$ cat config.mk
export PLATFORM = sky130hd
export DESIGN_NAME = dio_ctrl
export DESIGN_NICKNAME = d
export VERILOG_FILES = /design/src/rtl/dio_pkg.sv /design/src/rtl/dio_regs.sv /design/src/rtl/dio_sync.sv /design/src/rtl/dio_sqwave.sv /design/src/rtl/dio_pinmux.sv /design/src/rtl/dio_ctrl.sv
export SDC_FILE = /design/constraint.sdc
export NUM_CORES = 1
export LEC_CHECK = 0
export BUFFER_PORTS_ARGS = -buffer_cell sky130_fd_sc_hd__buf_2
export CORE_UTILIZATION = 30
export CTS_CLUSTER_DIAMETER = 50
export DETAILED_ROUTE_END_ITERATION = 6
export SYNTH_ARGS = -nofsm -noshare
export SYNTH_HDL_FRONTEND = slang
export SYNTH_SLANG_ARGS = --single-unit
$ cat constraint.sdc
create_clock -name clk -period 4.34 [get_ports clk]
set_input_delay 0.217 -clock clk [delete_from_list [all_inputs] [get_ports clk]]
set_output_delay 0.217 -clock clk [all_outputs]
set_load 0.005 [all_outputs]
$ cat src/rtl/dio_pkg.sv
package dio_pkg;

    localparam int unsigned WORD_W   = 16;
    localparam int unsigned NUM_PINS = 2;
    localparam int unsigned SQ_HZ    = 100000;

    // Configuration bits that are stored; every other bit reads back as zero.
    localparam logic [WORD_W-1:0] CFG_MASK = 16'h1F0F;

    // Settings for one bidirectional pin.
    typedef struct packed {
        logic tm_sel;   // follow the timemark input
        logic sq_sel;   // follow the square wave
        logic level;    // static drive value
        logic dir;      // 1 = output
    } pin_cfg_t;

    // Pin A sits in bits 3..0 of the configuration word.
    function automatic pin_cfg_t cfg_of_a(input logic [WORD_W-1:0] w);
        return pin_cfg_t'(w[3:0]);
    endfunction

    // Pin B: bit 12 timemark, bit 11 square wave, bit 10 level, bit 8 direction.
    function automatic pin_cfg_t cfg_of_b(input logic [WORD_W-1:0] w);
        pin_cfg_t c;
        c.tm_sel = w[12];
        c.sq_sel = w[11];
        c.level  = w[10];
        c.dir    = w[8];
        return c;
    endfunction

    // Drive value of an output pin, by priority.
    function automatic logic pick_source(input pin_cfg_t c, input logic tm,
                                         input logic sq);
        if (c.tm_sel)      return tm;
        else if (c.sq_sel) return sq;
        else               return c.level;
    endfunction

endpackage

$ cat src/rtl/dio_regs.sv
module dio_regs
    import dio_pkg::*;
#(
    parameter int unsigned ADDR_W   = 4,
    parameter int unsigned ADDR_CFG = 0,
    parameter int unsigned ADDR_RET = 1
) (
    input  logic              clk,
    input  logic              rst,
    input  logic              por,
    input  logic [ADDR_W-1:0] addr,
    input  logic              wr_en,
    input  logic [WORD_W-1:0] wdata,
    output logic [WORD_W-1:0] cfg_word,
    output logic [7:0]        ret_q
);

    localparam logic [ADDR_W-1:0] A_CFG = ADDR_W'(ADDR_CFG);
    localparam logic [ADDR_W-1:0] A_RET = ADDR_W'(ADDR_RET);

    always_ff @(posedge clk) begin
        if (rst || por) begin
            cfg_word <= '0;
        end else if (wr_en && addr == A_CFG) begin
            cfg_word <= wdata & CFG_MASK;
        end
    end

    // The retention byte survives a master reset.
    always_ff @(posedge clk) begin
        if (por) begin
            ret_q <= '0;
        end else if (!rst && wr_en && addr == A_RET) begin
            ret_q <= wdata[7:0];
        end
    end

endmodule

$ cat src/rtl/dio_sync.sv
module dio_sync #(
    parameter int unsigned W = 16
) (
    input  logic         clk,
    input  logic         rst,
    input  logic [W-1:0] d,
    output logic [W-1:0] q
);

    logic [W-1:0] stage1;

    always_ff @(posedge clk) begin
        if (rst) begin
            stage1 <= '0;
            q      <= '0;
        end else begin
            stage1 <= d;
            q      <= stage1;
        end
    end

endmodule

$ cat src/rtl/dio_sqwave.sv
module dio_sqwave #(
    parameter int unsigned HALF = 50
) (
    input  logic clk,
    input  logic rst,
    output logic sq
);

    localparam int unsigned CW = (HALF > 1) ? $clog2(HALF) : 1;
    localparam logic [CW-1:0] LAST = CW'(HALF - 1);

    logic [CW-1:0] cnt;

    always_ff @(posedge clk) begin
        if (rst) begin
            cnt <= '0;
            sq  <= 1'b0;
        end else if (cnt == LAST) begin
            cnt <= '0;
            sq  <= ~sq;
        end else begin
            cnt <= cnt + 1'b1;
        end
    end

endmodule

$ cat src/rtl/dio_pinmux.sv
module dio_pinmux
    import dio_pkg::*;
(
    input  pin_cfg_t cfg,
    input  logic     tm,
    input  logic     sq,
    output logic     drv,
    output logic     oe
);

    always_comb begin
        oe  = cfg.dir;
        drv = cfg.dir ? pick_source(cfg, tm, sq) : 1'b0;
    end

endmodule

$ cat src/rtl/dio_ctrl.sv
module dio_ctrl
    import dio_pkg::*;
#(
    parameter int unsigned CLK_HZ   = 10000000,
    parameter int unsigned ADDR_W   = 4,
    parameter int unsigned ADDR_CFG = 0,
    parameter int unsigned ADDR_RET = 1,
    parameter int unsigned ADDR_DBG = 2
) (
    input  logic              clk,
    input  logic              rst,
    input  logic              por,
    input  logic [ADDR_W-1:0] addr,
    input  logic              wr_en,
    input  logic              rd_en,
    input  logic [15:0]       wdata,
    output logic [15:0]       rdata,
    input  logic [15:0]       pins_in,
    input  logic              timemark,
    output logic [1:0]        pin_out,
    output logic [1:0]        pin_oe
);

    localparam int unsigned HALF = CLK_HZ / (2 * SQ_HZ);
    localparam logic [ADDR_W-1:0] A_CFG = ADDR_W'(ADDR_CFG);
    localparam logic [ADDR_W-1:0] A_RET = ADDR_W'(ADDR_RET);
    localparam logic [ADDR_W-1:0] A_DBG = ADDR_W'(ADDR_DBG);

    logic              rst_any;
    logic [WORD_W-1:0] cfg_word;
    logic [7:0]        ret_q;
    logic [WORD_W-1:0] pins_sync;
    logic              sq_wave;
    pin_cfg_t          cfg [NUM_PINS];

    assign rst_any = rst | por;

    dio_regs #(
        .ADDR_W(ADDR_W), .ADDR_CFG(ADDR_CFG), .ADDR_RET(ADDR_RET)
    ) u_regs (
        .clk(clk), .rst(rst), .por(por), .addr(addr), .wr_en(wr_en),
        .wdata(wdata), .cfg_word(cfg_word), .ret_q(ret_q)
    );

    dio_sync #(.W(WORD_W)) u_sync (
        .clk(clk), .rst(rst_any), .d(pins_in), .q(pins_sync)
    );

    dio_sqwave #(.HALF(HALF)) u_sq (
        .clk(clk), .rst(rst_any), .sq(sq_wave)
    );

    assign cfg[0] = cfg_of_a(cfg_word);
    assign cfg[1] = cfg_of_b(cfg_word);

    for (genvar g = 0; g < NUM_PINS; g++) begin : g_pin
        dio_pinmux u_mux (
            .cfg(cfg[g]), .tm(timemark), .sq(sq_wave),
            .drv(pin_out[g]), .oe(pin_oe[g])
        );
    end

    // Registered read port; the snapshot is taken on the read edge.
    always_ff @(posedge clk) begin
        if (rst_any) begin
            rdata <= '0;
        end else if (rd_en) begin
            case (addr)
                A_CFG:   rdata <= pins_sync;
                A_RET:   rdata <= {8'h00, ret_q};
                A_DBG:   rdata <= cfg_word;
                default: rdata <= '0;
            endcase
        end
    end

endmodule

# Word-level counts from Yosys, hierarchy flattened

Index checks and enable logic that the tools add are counted.

Bits in registers: 72
Input bits: 42
Output and inout port bits: 20
Logic and storage cells: 27

Add/sub/neg operators: 1
Eq/ne operators: 3
Muxes and demuxes: 7
Bitwise logic cells: 2
Reductions and logical operators: 7

Operators with widths:

| operator              | number |
|---|---|
| $pmux W16 S3          | 1 |
| $add A6 B1 Y6 const B | 1 |
| $eq A6 B6 Y1 const B  | 1 |
| $mux W1               | 6 |
| $eq A4 B1 Y1 const B  | 1 |
| $eq A4 B2 Y1 const B  | 1 |
| $logic_not A4 Y1      | 1 |
| $logic_and A1 B1 Y1   | 3 |
| $reduce_or A2 Y1      | 1 |
| $logic_not A1 Y1      | 1 |
| $logic_or A1 B1 Y1    | 1 |
| $not A1 Y1            | 1 |
| $or A1 B1 Y1          | 1 |

# Logic depth before layout (Yosys ltp)

Depth after elaboration: 3
Mapped depth: 6
Mapped depth without buffers: 5

# Hierarchy

A second synthesis with hierarchy kept.

Cell total of the unflattened synthesis: 269
Area, all modules: 2862.7 um2

Modules (own cells, without submodules):

| module     | times used | cells each | area an instance (um2) | sequential area each (um2) |
|---|---|---|---|---|
| dio_sync   | 1          | 67         | 863.3                  | 640.6 |
| dio_ctrl   | 1          | 79         | 814.5                  | 320.3 |
| dio_regs   | 1          | 86         | 814.5                  | 340.3 |
| dio_sqwave | 1          | 29         | 300.3                  | 140.1 |
| dio_pinmux | 2          | 4          | 35.0                   | 0.0 |

# Worst setup path before layout

No wires, ideal clock.

Path type: input port to flip-flop
From: in addr[1]
To: reg u_regs.ret_q[0]
Setup time: 0.072 ns
Data arrival time: 1.482 ns
Required time: 4.268 ns
Path slack: 2.786 ns
Cell stages on the path: 6
Path buffers: 3
Path through: buf_6 -> or4b_4 -> buf_6 -> nor3b_2 -> buf_6 -> mux2i_1

Cells in the longest elaborated chain, start to end: 2

RTL lines:

| item                   | line           | text |
|---|---|---|
| start: declaration     | dio_ctrl.sv:13 | `input logic [ADDR_W-1:0] addr,` |
| $eq A4 B1 Y1           | dio_regs.sv:33 | `end else if (!rst && wr_en && addr == A_RET) begin` |
| $logic_and A1 B1 Y1    | dio_regs.sv:33 |  |
| end signal: assignment | dio_regs.sv:34 | `ret_q <= wdata[7:0];` |
| end: declaration       | dio_regs.sv:15 | `output logic [7:0] ret_q` |

Every way passes these cells.
A chain may end at the register's enable or synchronous reset.

# Worst setup path in the final report

From: in addr[1]
To: reg u_regs.ret_q[5]

The elaborated chain is that of the path after synthesis.

==> flow_summary.toml <==
[power_and_ir_drop]
p_per_area_nw_per_um2 = 386.7
p_leak_nw = 1.294
total_power_mw = 1.267
vdd_drop_max_mv = 0.1443

[grt]
grt_overflow = 0
grt_first_pass_wirelength_um = 9073
grt_max_degree = 39
grt_usage_pct = 12.44
grt_pass1_vias = 1895
antenna_found_initial = 0

[hold_path]
holdPathStages = 2
hold_class = "input port to flip-flop"

[routing]
drtIter0Drc = 73
route.detailed.wl_per_inst_um = 12.55
drt_first_pass_iters = 6
via_count = 1939
drtAntennaViolNets = 0
via_per_inst = 4.478
drc_errors = 8
routed_wl_um = 5433

[clock_network]
clock_latency_ps = 340
path_clk_slew_ps = 80
hold_buffers = 0
cts-root-buf = "clkbuf_8"
numCtsBuffers = 9
htreeDepth = 3
cts.repair.resized = 0
post-cts-setup-buffers = 0
clockBufferDepth = 2
cts.sinks = 72
tritoncts = "built"

[sta]
setup_viol = 0
worstMarginPinSlew_ps = 1090
slew_headroom_pct = 27.28
rsz0062_at_grt = "no"
tns_ps = 0
hold_slack_ps = 68.60
fin_crit_sh_pct = 38.86
skew_ps = 8.675
hold_viol_final = 0
setup_ws_ps = 2654
fmax_mhz = 593.0
fin_crit_ps = 1686
maxSlewViolCount = 0

[logic_synthesis]
ys.flop_type = "dfxtp_1"
synth_top_area_share_pct = 52.44
synthCells = 269
syn_nets = 313
synthTopCellsByArea = "dfxtp_1 (52%), and2_1 (7.7%), mux2i_1 (5.1%)"
synth_common_cells = "dfxtp_1 (72), and2_1 (34), nor2_1 (19)"
seq_area_frac_synth_pct = 52.44
synth-edff-count = 0
synth_warnings = 0
ys_ff_latch = 72
synth_cell_types = 31
synth_area_um2 = 2749
yosysMostFrequentCell = "dfxtp_1"
synthArstFlopShare_pct = 0
yosys.area.top_type = "dfxtp_1"
syn-mean-instance-area_um2 = 10.22

[flow_run]
cap_violations = 0

[placement]
globalplace.congestion = 0.7489
port_buffers = 58
dpl.cell_count = 417
placed_area_um2 = 3072
pre_cts_ws_ps = 2262
dp_hpwl_um = 3908

[final_layout]
area_growth_pct = 19.21
final_nets = 364
utilization_pct = 37.21
layout-drive-gt1-share_pct = 27.38
antenna_cells = 0
final_cell_area_um2 = 3277
num-fill-cells = 883
fin_cells = 433

[die]
fp.coreArea_um2 = 8806
die_h_um = 97.73
die_x_um = 97.73
start_util_pct = 31.22
rows = 34
dieArea_um2 = 9550
pin_count = 62

[critical_path]
worstPathArrival_ps = 1960
ff2ff_path_depth = 4
r2r_slack_ps = 2990
startpoint = "addr[1]"
crit_type = "input port to flip-flop"
critPathRequiredTime_ps = 4610
critical_path_depth = 4
critPathTopFamily = "simple AND/OR/NAND/NOR gates"
start_kind = "input port"
reg2reg_to = "u_sq.cnt[2]$_SDFF_PP0_"
max_stage_delay_ps = 680
path_buf_inv = 1
path_cells = "buf_2 > or4b_4 > nor3b_2 > mux2i_1"
r2r-start = "u_sq.cnt[0]$_SDFF_PP0_"
endpoint = "u_regs.ret_q[5]$_SDFFE_PP0P_"
end_kind = "flip-flop"
slowest_stage = "nor3b_2"
critical_path.max_fanout = 10

[status]
outcome = "finished, violations left"
violations = "design-rule violations"
final cells by class:
class,instances,area [um2],area share (%)
Clock inverter,6,67.56,2.062
Clock buffer,10,137.6,4.200
Inverter,3,11.26,0.3436
Tap cell,108,135.1,4.124
Timing Repair Buffer,58,290.3,8.858
Multi-Input combinational cell,176,1194,36.43
Sequential cell,72,1441,43.99
cell usage in the layout, fill, tap and decap left out, drive strengths merged:
cell      netlist  final
ha              2      2
dfxtp          72     72
or2             1      1
xor2            2      2
o2bb2ai         4      4
o21ai          18     18
nor2           19     19
inv             3      4
nor2b          10     10
nand2           3      3
xnor2           1      1
and2           34     34
nor3b           2      2
a221oi          4      4
clkbuf         10     10
buf             8     58
nor4b           2      2
a21oi          16     16
bufinv          0      1
nand3b          9      9
clkinvlp        0      2
or3             2      2
mux2i          14     14
nand2b         16     16
or4b            1      1
nand3           3      3
clkinv          0      2
a32oi           3      3
mux2            9      9
nand4b          1      1
routing by layer:
metal | wire (um) | global-route usage, % | part of all wire (%) | up-vias
met5 | 0 | 0 | 0 | -
met4 | 91 | 5.944 | 1.7 | 0
met3 | 326 | 4.892 | 6.0 | 6
met2 | 2494 | 19.31 | 46 | 36
met1 | 2521 | 15.08 | 46 | 890
li1 | - | - | - | 1007
power by group:
part           switching (mW)  total (mW)  internal (mW)
Clock                   0.250       0.533          0.283
Combinational          0.0327      0.0609         0.0283
Sequential            0.00326       0.674          0.670
worst min path at each step:
| stage | from | endpoint | slack [ps] |
|---|---|---|---|
| 6_report | pins_in[12] | u_sync.stage1[12]$_SDFF_PP0_ | 70 |
| 5_1_grt | pins_in[8] | u_sync.stage1[8]$_SDFF_PP0_ | 50 |
| 4_1_cts | pins_in[15] | u_sync.stage1[15]$_SDFF_PP0_ | 50 |
| 3_5_place_dp | u_sync.stage1[13]$_SDFF_PP0_ | u_sync.q[13]$_SDFF_PP0_ | 410 |
| 3_3_place_gp | u_sync.stage1[5]$_SDFF_PP0_ | u_sync.q[5]$_SDFF_PP0_ | 410 |
| 2_1_floorplan | pins_in[0] | u_sync.stage1[0]$_SDFF_PP0_ | 340 |
sequential cells by signal, indices dropped and copies added (netlist names):
name / count
u_sq.cnt: 6
u_sync.stage1: 16
u_sync.q: 16
u_sq.sq: 1
u_regs.cfg_word: 9
u_regs.ret_q: 8
rdata: 16
cells by family after synthesis:
logic type | synth area share (%)
buf+inv | 4.233
compound gates | 9.695
xor+xnor | 0.9560
simple gates | 22.99
fa+ha+maj | 0.9102
flops | 52.44
mux | 8.785
(Power assumes the default switching activity.)
